==> config.mk <==
export PLATFORM = sky130hd
export DESIGN_NAME = dbg_halt_step
export DESIGN_NICKNAME = d
export VERILOG_FILES = /design/src/rtl/dbg_hs_pkg.sv /design/src/rtl/dbg_hs_ctl.sv /design/src/rtl/dbg_hs_xfer.sv /design/src/rtl/dbg_hs_emc.sv /design/src/rtl/dbg_halt_step.sv
export SDC_FILE = /design/constraint.sdc
export NUM_CORES = 1
export LEC_CHECK = 0
export BUFFER_PORTS_ARGS = -buffer_cell sky130_fd_sc_hd__buf_2
export CORE_ASPECT_RATIO = 1.4
export CORE_UTILIZATION = 43
export CTS_BUF_LIST = sky130_fd_sc_hd__clkbuf_4 sky130_fd_sc_hd__clkbuf_8
export DETAILED_ROUTE_END_ITERATION = 12
export HOLD_SLACK_MARGIN = 0.05
export PLACE_DENSITY = 0.79
export SYNTH_ARGS = -nofsm -noshare
export SYNTH_HDL_FRONTEND = slang
export SYNTH_SLANG_ARGS = --single-unit
==> constraint.sdc <==
create_clock -name clk -period 1.7 [get_ports clk]
set_input_delay 0.34 -clock clk [delete_from_list [all_inputs] [get_ports clk]]
set_output_delay 0.34 -clock clk [all_outputs]
set_load 0.05 [all_outputs]
==> src/rtl/dbg_hs_pkg.sv <==
package dbg_hs_pkg;
  localparam int unsigned WORD_W     = 32;
  localparam int unsigned BUS_ADDR_W = 4;
  localparam int unsigned REGSEL_W   = 5;

  localparam logic [1:0] OFS_CTL = 2'd0;
  localparam logic [1:0] OFS_SEL = 2'd1;
  localparam logic [1:0] OFS_DAT = 2'd2;
  localparam logic [1:0] OFS_EMC = 2'd3;

  localparam logic [15:0] CTL_KEY = 16'hA05F;
  localparam int unsigned SEL_DIR_BIT = 16;

  localparam logic [WORD_W-1:0] EMC_WMASK = 32'h010F_07F1;
  localparam logic [WORD_W-1:0] EMC_WARM  = 32'h000F_0000;

  function automatic logic key_ok(input logic [15:0] upper);
    return upper == CTL_KEY;
  endfunction

  // halt is requested for a held halt, a finished step, or the retirement of a stepped instruction
  function automatic logic halt_request(input logic en, input logic halt,
                                        input logic stepped, input logic step,
                                        input logic retired);
    return en & (halt | stepped | (step & retired));
  endfunction

  function automatic logic [WORD_W-1:0] emc_store(input logic [WORD_W-1:0] w);
    return w & EMC_WMASK;
  endfunction

  function automatic logic [WORD_W-1:0] emc_warm(input logic [WORD_W-1:0] v);
    return v & ~EMC_WARM;
  endfunction

  function automatic logic [WORD_W-1:0] ctl_word(input logic en, input logic halt,
                                                 input logic step, input logic mask,
                                                 input logic ready, input logic shalt);
    logic [WORD_W-1:0] w;
    w     = '0;
    w[0]  = en;
    w[1]  = halt;
    w[2]  = step;
    w[3]  = mask;
    w[16] = ready;
    w[17] = shalt;
    return w;
  endfunction
endpackage

==> src/rtl/dbg_hs_ctl.sv <==
module dbg_hs_ctl
  import dbg_hs_pkg::*;
(
  input  logic        clk,
  input  logic        por_n,
  input  logic        warm_clr,
  input  logic        ctl_wr,
  input  logic [15:0] wkey,
  input  logic [3:0]  wbits,
  input  logic        core_retired,
  input  logic        core_stopped,
  output logic        en_q,
  output logic        halt_q,
  output logic        step_q,
  output logic        mask_q,
  output logic        step_latch_q,
  output logic        s_halt_q,
  output logic        halt_req
);
  logic keyed_wr;
  logic step_done;

  assign keyed_wr  = ctl_wr & key_ok(wkey);
  assign step_done = en_q & step_q & ~halt_q & core_retired;
  assign halt_req  = halt_request(en_q, halt_q, step_latch_q, step_q, core_retired);

  always_ff @(posedge clk or negedge por_n) begin
    if (!por_n) begin
      en_q         <= 1'b0;
      halt_q       <= 1'b0;
      step_q       <= 1'b0;
      mask_q       <= 1'b0;
      step_latch_q <= 1'b0;
      s_halt_q     <= 1'b0;
    end else begin
      if (keyed_wr) begin
        en_q   <= wbits[0];
        halt_q <= wbits[1];
        step_q <= wbits[2];
        mask_q <= wbits[3];
      end
      if (warm_clr) halt_q <= 1'b0;
      if (warm_clr || keyed_wr) step_latch_q <= 1'b0;
      else if (step_done)       step_latch_q <= 1'b1;
      s_halt_q <= halt_req & core_stopped;
    end
  end
endmodule

==> src/rtl/dbg_hs_xfer.sv <==
module dbg_hs_xfer
  import dbg_hs_pkg::*;
#(
  parameter int unsigned SEL_W = REGSEL_W
)(
  input  logic              clk,
  input  logic              por_n,
  input  logic              sel_wr,
  input  logic              dat_wr,
  input  logic [SEL_W-1:0]  wsel,
  input  logic              wdir,
  input  logic [WORD_W-1:0] wdata,
  input  logic              xfer_ack,
  input  logic [WORD_W-1:0] xfer_rdata,
  output logic              xfer_req,
  output logic              xfer_dir,
  output logic [SEL_W-1:0]  xfer_reg,
  output logic [WORD_W-1:0] data_q,
  output logic              ready_q
);
  logic done;
  assign done = xfer_req & xfer_ack;

  always_ff @(posedge clk or negedge por_n) begin
    if (!por_n) begin
      xfer_req <= 1'b0;
      xfer_dir <= 1'b0;
      xfer_reg <= '0;
      data_q   <= '0;
      ready_q  <= 1'b1;
    end else begin
      if (sel_wr) begin
        xfer_req <= 1'b1;
        xfer_dir <= wdir;
        xfer_reg <= wsel;
        ready_q  <= 1'b0;
      end else if (done) begin
        xfer_req <= 1'b0;
        ready_q  <= 1'b1;
        if (!xfer_dir) data_q <= xfer_rdata;
      end
      if (dat_wr) data_q <= wdata;
    end
  end
endmodule

==> src/rtl/dbg_hs_emc.sv <==
module dbg_hs_emc
  import dbg_hs_pkg::*;
(
  input  logic              clk,
  input  logic              por_n,
  input  logic              warm_clr,
  input  logic              emc_wr,
  input  logic [WORD_W-1:0] wdata,
  output logic [WORD_W-1:0] emc_q
);
  logic [WORD_W-1:0] written;
  assign written = emc_wr ? emc_store(wdata) : emc_q;

  always_ff @(posedge clk or negedge por_n) begin
    if (!por_n)        emc_q <= '0;
    else if (warm_clr) emc_q <= emc_warm(written);
    else               emc_q <= written;
  end
endmodule

==> src/rtl/dbg_halt_step.sv <==
module dbg_halt_step
  import dbg_hs_pkg::*;
#(
  parameter int unsigned SEL_W = REGSEL_W
)(
  input  logic                  clk,
  input  logic                  por_n,
  input  logic                  sys_rst_n,
  input  logic                  vect_rst,
  input  logic                  bus_sel,
  input  logic                  bus_wr,
  input  logic [BUS_ADDR_W-1:0] bus_addr,
  input  logic [WORD_W-1:0]     bus_wdata,
  output logic [WORD_W-1:0]     bus_rdata,
  output logic                  core_halt_req,
  output logic                  core_irq_mask,
  input  logic                  core_retired,
  input  logic                  core_stopped,
  output logic                  xfer_req,
  output logic                  xfer_dir,
  output logic [SEL_W-1:0]      xfer_reg,
  output logic [WORD_W-1:0]     xfer_wdata,
  input  logic                  xfer_ack,
  input  logic [WORD_W-1:0]     xfer_rdata,
  output logic [WORD_W-1:0]     exc_ctrl
);
  logic       hit;
  logic [1:0] word_ix;
  logic       ctl_wr, sel_wr, dat_wr, emc_wr;
  logic       warm_clr;
  logic       en_q, halt_q, step_q, mask_q, step_latch_q, s_halt_q, ready_q;
  logic [WORD_W-1:0] data_q;

  assign word_ix  = bus_addr[3:2];
  assign hit      = bus_sel & (bus_addr[1:0] == 2'b00);
  assign ctl_wr   = hit & bus_wr & (word_ix == OFS_CTL);
  assign sel_wr   = hit & bus_wr & (word_ix == OFS_SEL);
  assign dat_wr   = hit & bus_wr & (word_ix == OFS_DAT);
  assign emc_wr   = hit & bus_wr & (word_ix == OFS_EMC);
  assign warm_clr = ~sys_rst_n | vect_rst;

  dbg_hs_ctl ctl_i (
    .clk(clk), .por_n(por_n), .warm_clr(warm_clr), .ctl_wr(ctl_wr),
    .wkey(bus_wdata[31:16]), .wbits(bus_wdata[3:0]),
    .core_retired(core_retired), .core_stopped(core_stopped),
    .en_q(en_q), .halt_q(halt_q), .step_q(step_q), .mask_q(mask_q),
    .step_latch_q(step_latch_q), .s_halt_q(s_halt_q), .halt_req(core_halt_req)
  );

  dbg_hs_xfer #(.SEL_W(SEL_W)) xfer_i (
    .clk(clk), .por_n(por_n), .sel_wr(sel_wr), .dat_wr(dat_wr),
    .wsel(bus_wdata[SEL_W-1:0]), .wdir(bus_wdata[SEL_DIR_BIT]), .wdata(bus_wdata),
    .xfer_ack(xfer_ack), .xfer_rdata(xfer_rdata),
    .xfer_req(xfer_req), .xfer_dir(xfer_dir), .xfer_reg(xfer_reg),
    .data_q(data_q), .ready_q(ready_q)
  );

  dbg_hs_emc emc_i (
    .clk(clk), .por_n(por_n), .warm_clr(warm_clr), .emc_wr(emc_wr),
    .wdata(bus_wdata), .emc_q(exc_ctrl)
  );

  assign core_irq_mask = en_q & mask_q;
  assign xfer_wdata    = data_q;

  always_comb begin
    bus_rdata = '0;
    if (hit && !bus_wr) begin
      unique case (word_ix)
        OFS_CTL: bus_rdata = ctl_word(en_q, halt_q, step_q, mask_q, ready_q, s_halt_q);
        OFS_SEL: bus_rdata = '0;
        OFS_DAT: bus_rdata = data_q;
        OFS_EMC: bus_rdata = exc_ctrl;
        default: bus_rdata = '0;
      endcase
    end
  end
endmodule

==> flow_summary.yaml <==
clock_network:
  htree_levels: 3
  cts.clk_slew.worst_paths_ps: 60
  cts.path.max_buffers: 2
  cts_sinks: 59
  cts_root_buffer: "clkbuf_8"
  cts_tree: "done"
  cts_buffers: 9
  clk_latency_ps: 340
critical_path:
  cp.depth: 7
  crit_type: "in -> out"
  crit_start: "bus_addr[1]"
  r2r.worst_path.cells: 5
  critPathTopFamily: "buffers and inverters"
  endpoint_kind: "output pin"
  worst_path_max_delay_cell: "nor3b_4"
  crit_end: "bus_rdata[18]"
  critPathArrivalTime_ps: 1460
  cp-start-kind: "input port"
  crit_fanout: 5
  slowest_delay_ps: 210
  reg2reg_to: "xfer_i.data_q[30]$_DFFE_PN0P_"
  cp_common_cell: "buf_6"
  rrSetupSlack_ps: 90
  required_ps: 1360
  cp_cell_sequence: "buf_6 -> nor3b_4 -> nand3b_1 -> buf_4 -> buf_12 -> nor2_4 -> buf_6"
  critPathBufInv: 4
  r2r_start: "xfer_i.xfer_dir$_DFFE_PN0N_"
global_routing:
  grt_max_degree: 60
  grt_usage_pct: 23.21
  first_global_vias: 3056
  grt_overflow_total: 0
  grt_pass1_wl_um: 15180
  antenna_found_initial: 0
pwr:
  clkPwrFrac_pct: 23.9
  p_seq_share_pct: 33.3
  switching_power_mw: 2.591
  pwr-share-comb_pct: 42.9
  power_density_nw_per_um2: 1101
  internal_power_mw: 3.428
  p_leak_nw: 2.848
  ir_drop_mv: 0.8211
  sw_frac_of_total_pct: 43.04
  power_mw: 6.019
timing:
  finalHoldViolCount: 0
  rsz0062_at_grt: "yes"
  max_freq_mhz: 554.2
  slew_viol_final: 0
  finalClockSkew_ps: 11.02
  finalCritPeriodShare_pct: 106.1
  setup_viol: 58
  period_needed_ps: 1804
  fin_ws_ps: -104.4
status:
  status: "finished, violations left"
  violations: "negative setup slack"
cells_and_area:
  finalInstanceArea_sq_um: 5466
  largest_reg_flops: 32
  instances_no_fill: 577
  nFillCells: 576
  regArea_sq_um: 1478
  multi_input_area_sq_um: 2041
  drive_above_1_share_pct: 71.49
  nNetsFinal: 549
  antennaDiodeCount: 0
  area_growth_pct: 53.84
floorplan:
  die-width_um: 78.83
  placementRows: 38
  die_y_um: 109.6
  initial_utilization_pct: 45.02
  dieArea_sq_um: 8637
  core-area_sq_um: 7893
  pin_count: 182
logic_synthesis:
  synth_top_area_share_pct: 40.85
  synth_area_leader_cell: "dfrtp_1"
  ys_warn_count: 0
  synth_common_cells: "mux2_4 (60), dfrtp_1 (58), nor2_1 (25)"
  avgSynthCellArea_sq_um: 13.06
  ys_ff_latch: 59
  seq_area_frac_synth_pct: 41.58
  syn-cell-area_sq_um: 3553
  synth_flop_cell: "dfrtp_1"
  ys_top_cells_by_area: "dfrtp_1 (41%), mux2_4 (25%), mux2_2 (6.7%)"
  synth_most_common_cell: "mux2_4"
  synth_edf_count: 0
  ys_types: 32
  synthArstFlopShare_pct: 100.0
  syn_inst: 272
detailed_routing:
  dr_total_vias: 2922
  met1Wirelength_um: 4153
  dr.pass1.iters: 4
  drt-initial-drc-count: 93
  maxUsedRoutingLayer: "met4"
  wl_met3_um: 416
  antenna_left: 0
  wirelength_um: 10480
  via_per_inst: 5.064
  met2WireLength_um: 5777
  post_drt_wl_per_cell_um: 18.15
  route.detailed.drc: 0
placement:
  placed_area_sq_um: 4711
  gp_congestion: 0.8296
  pre_cts_ws_ps: -282.1
  post-dp-hpwl_um: 7031
  portBuffers: 162
  dp.cells: 544
job:
  maxCapViolations: 0
min_path:
  hp-class: "in -> reg"
[metrics by stage]
| stage | hold WS (ps) | setup TNS (ps) | utilization, % |
|---|---|---|---|
| after global placement | 372.7 | -14390 | 59.69 |
| after detailed placement | 370.5 | -17570 | 59.69 |
| after CTS | 206.8 | -2785 | 66.93 |
| final | 219.5 | -4017 | 69.26 |
| after floorplan | 44.41 | -3575 | - |
| after global routing | 206.1 | -7040 | 69.26 |
[cell families (layout without fill, tap and decap cells)]
kind of cell / after synthesis / after routing / synth area share [%]
AOI/OAI and AO/OA: 11 / 11 / 2.254
buffers and inverters: 36 / 223 / 7.288
DFF: 59 / 59 / 41.58
and+or+nand+nor: 64 / 64 / 11.13
muxes: 101 / 101 / 37.64
other: 1 / 19 / 0.1055
[how the worst min path moves through the flow]
stage | from | end | slack [ps] | depth (start not counted)
2_1_floorplan | por_n | ctl_i.en_q$_DFFE_PN0P_ | 40 | 0
3_3_place_gp | por_n | xfer_i.data_q[21]$_DFFE_PN0P_ | 370 | 2
3_5_place_dp | por_n | xfer_i.data_q[23]$_DFFE_PN0P_ | 370 | 2
4_1_cts | core_stopped | ctl_i.s_halt_q$_DFF_PN0_ | 210 | 2
5_1_grt | core_stopped | ctl_i.s_halt_q$_DFF_PN0_ | 210 | 2
6_report | core_stopped | ctl_i.s_halt_q$_DFF_PN0_ | 220 | 2
[cell usage in the layout, fill, tap and decap left out, drive strengths merged]
cell,instances
a21boi,1
a21oi,2
a31oi,4
and2,19
and3,1
and4,1
buf,198
bufinv,2
clkbuf,14
clkinv,3
clkinvlp,1
conb,19
dfrtp,58
dfstp,1
dlygate4sd3,1
inv,4
mux2,81
mux2i,20
nand2,1
nand2b,1
nand3,2
nand3b,3
nand4b,2
nor2,25
nor3,2
nor3b,1
nor4b,3
o21ai,2
o31a,1
o31ai,1
or2,1
or2b,1
or4,1
[cell type report]
class,count,share of cell area (%)
Clock inverter,6,1.648
Inverter,4,0.2747
Clock buffer,10,2.403
Tap cell,100,2.289
Sequential cell,59,27.03
Timing Repair Buffer,203,29.02
Multi-Input combinational cell,195,37.33
[per-layer routing]
layer / up-vias / global-route usage [%]
li1: 1326 / -
met2: 116 / 44.29
met3: 10 / 3.402
met5: - / 0
met4: 0 / 8.442
met1: 1470 / 25.87
[worst register-to-register path: stages (launching register included)]
cell,delay [ps]
dfrtp_1,400
nand3b_1,230
a21boi_4,200
buf_4,150
buf_4,170
mux2_2,350
[power groups by stage]
stage               clock (mW)  sequential (mW)  combinational (mW)
floorplan                    0             3.08               0.802
global placement             0             2.00                2.44
detailed placement           0             2.02                2.48
CTS                       1.46             1.99                2.54
global route              1.54             2.04                2.68
finish                    1.44             2.00                2.58
[repair_timing]
item / in CTS / in global routing
gates cloned: 0 / 4
endpoints found under the hold margin: 58 / 0
hold buffers: 1 / 0
setup buffers: 7 / 7
pin swaps: 8 / 11
endpoints found under the setup margin: 33 / 65
resized for setup: 86 / 15
No activity file was read; power rests on OpenSTA's default activity.
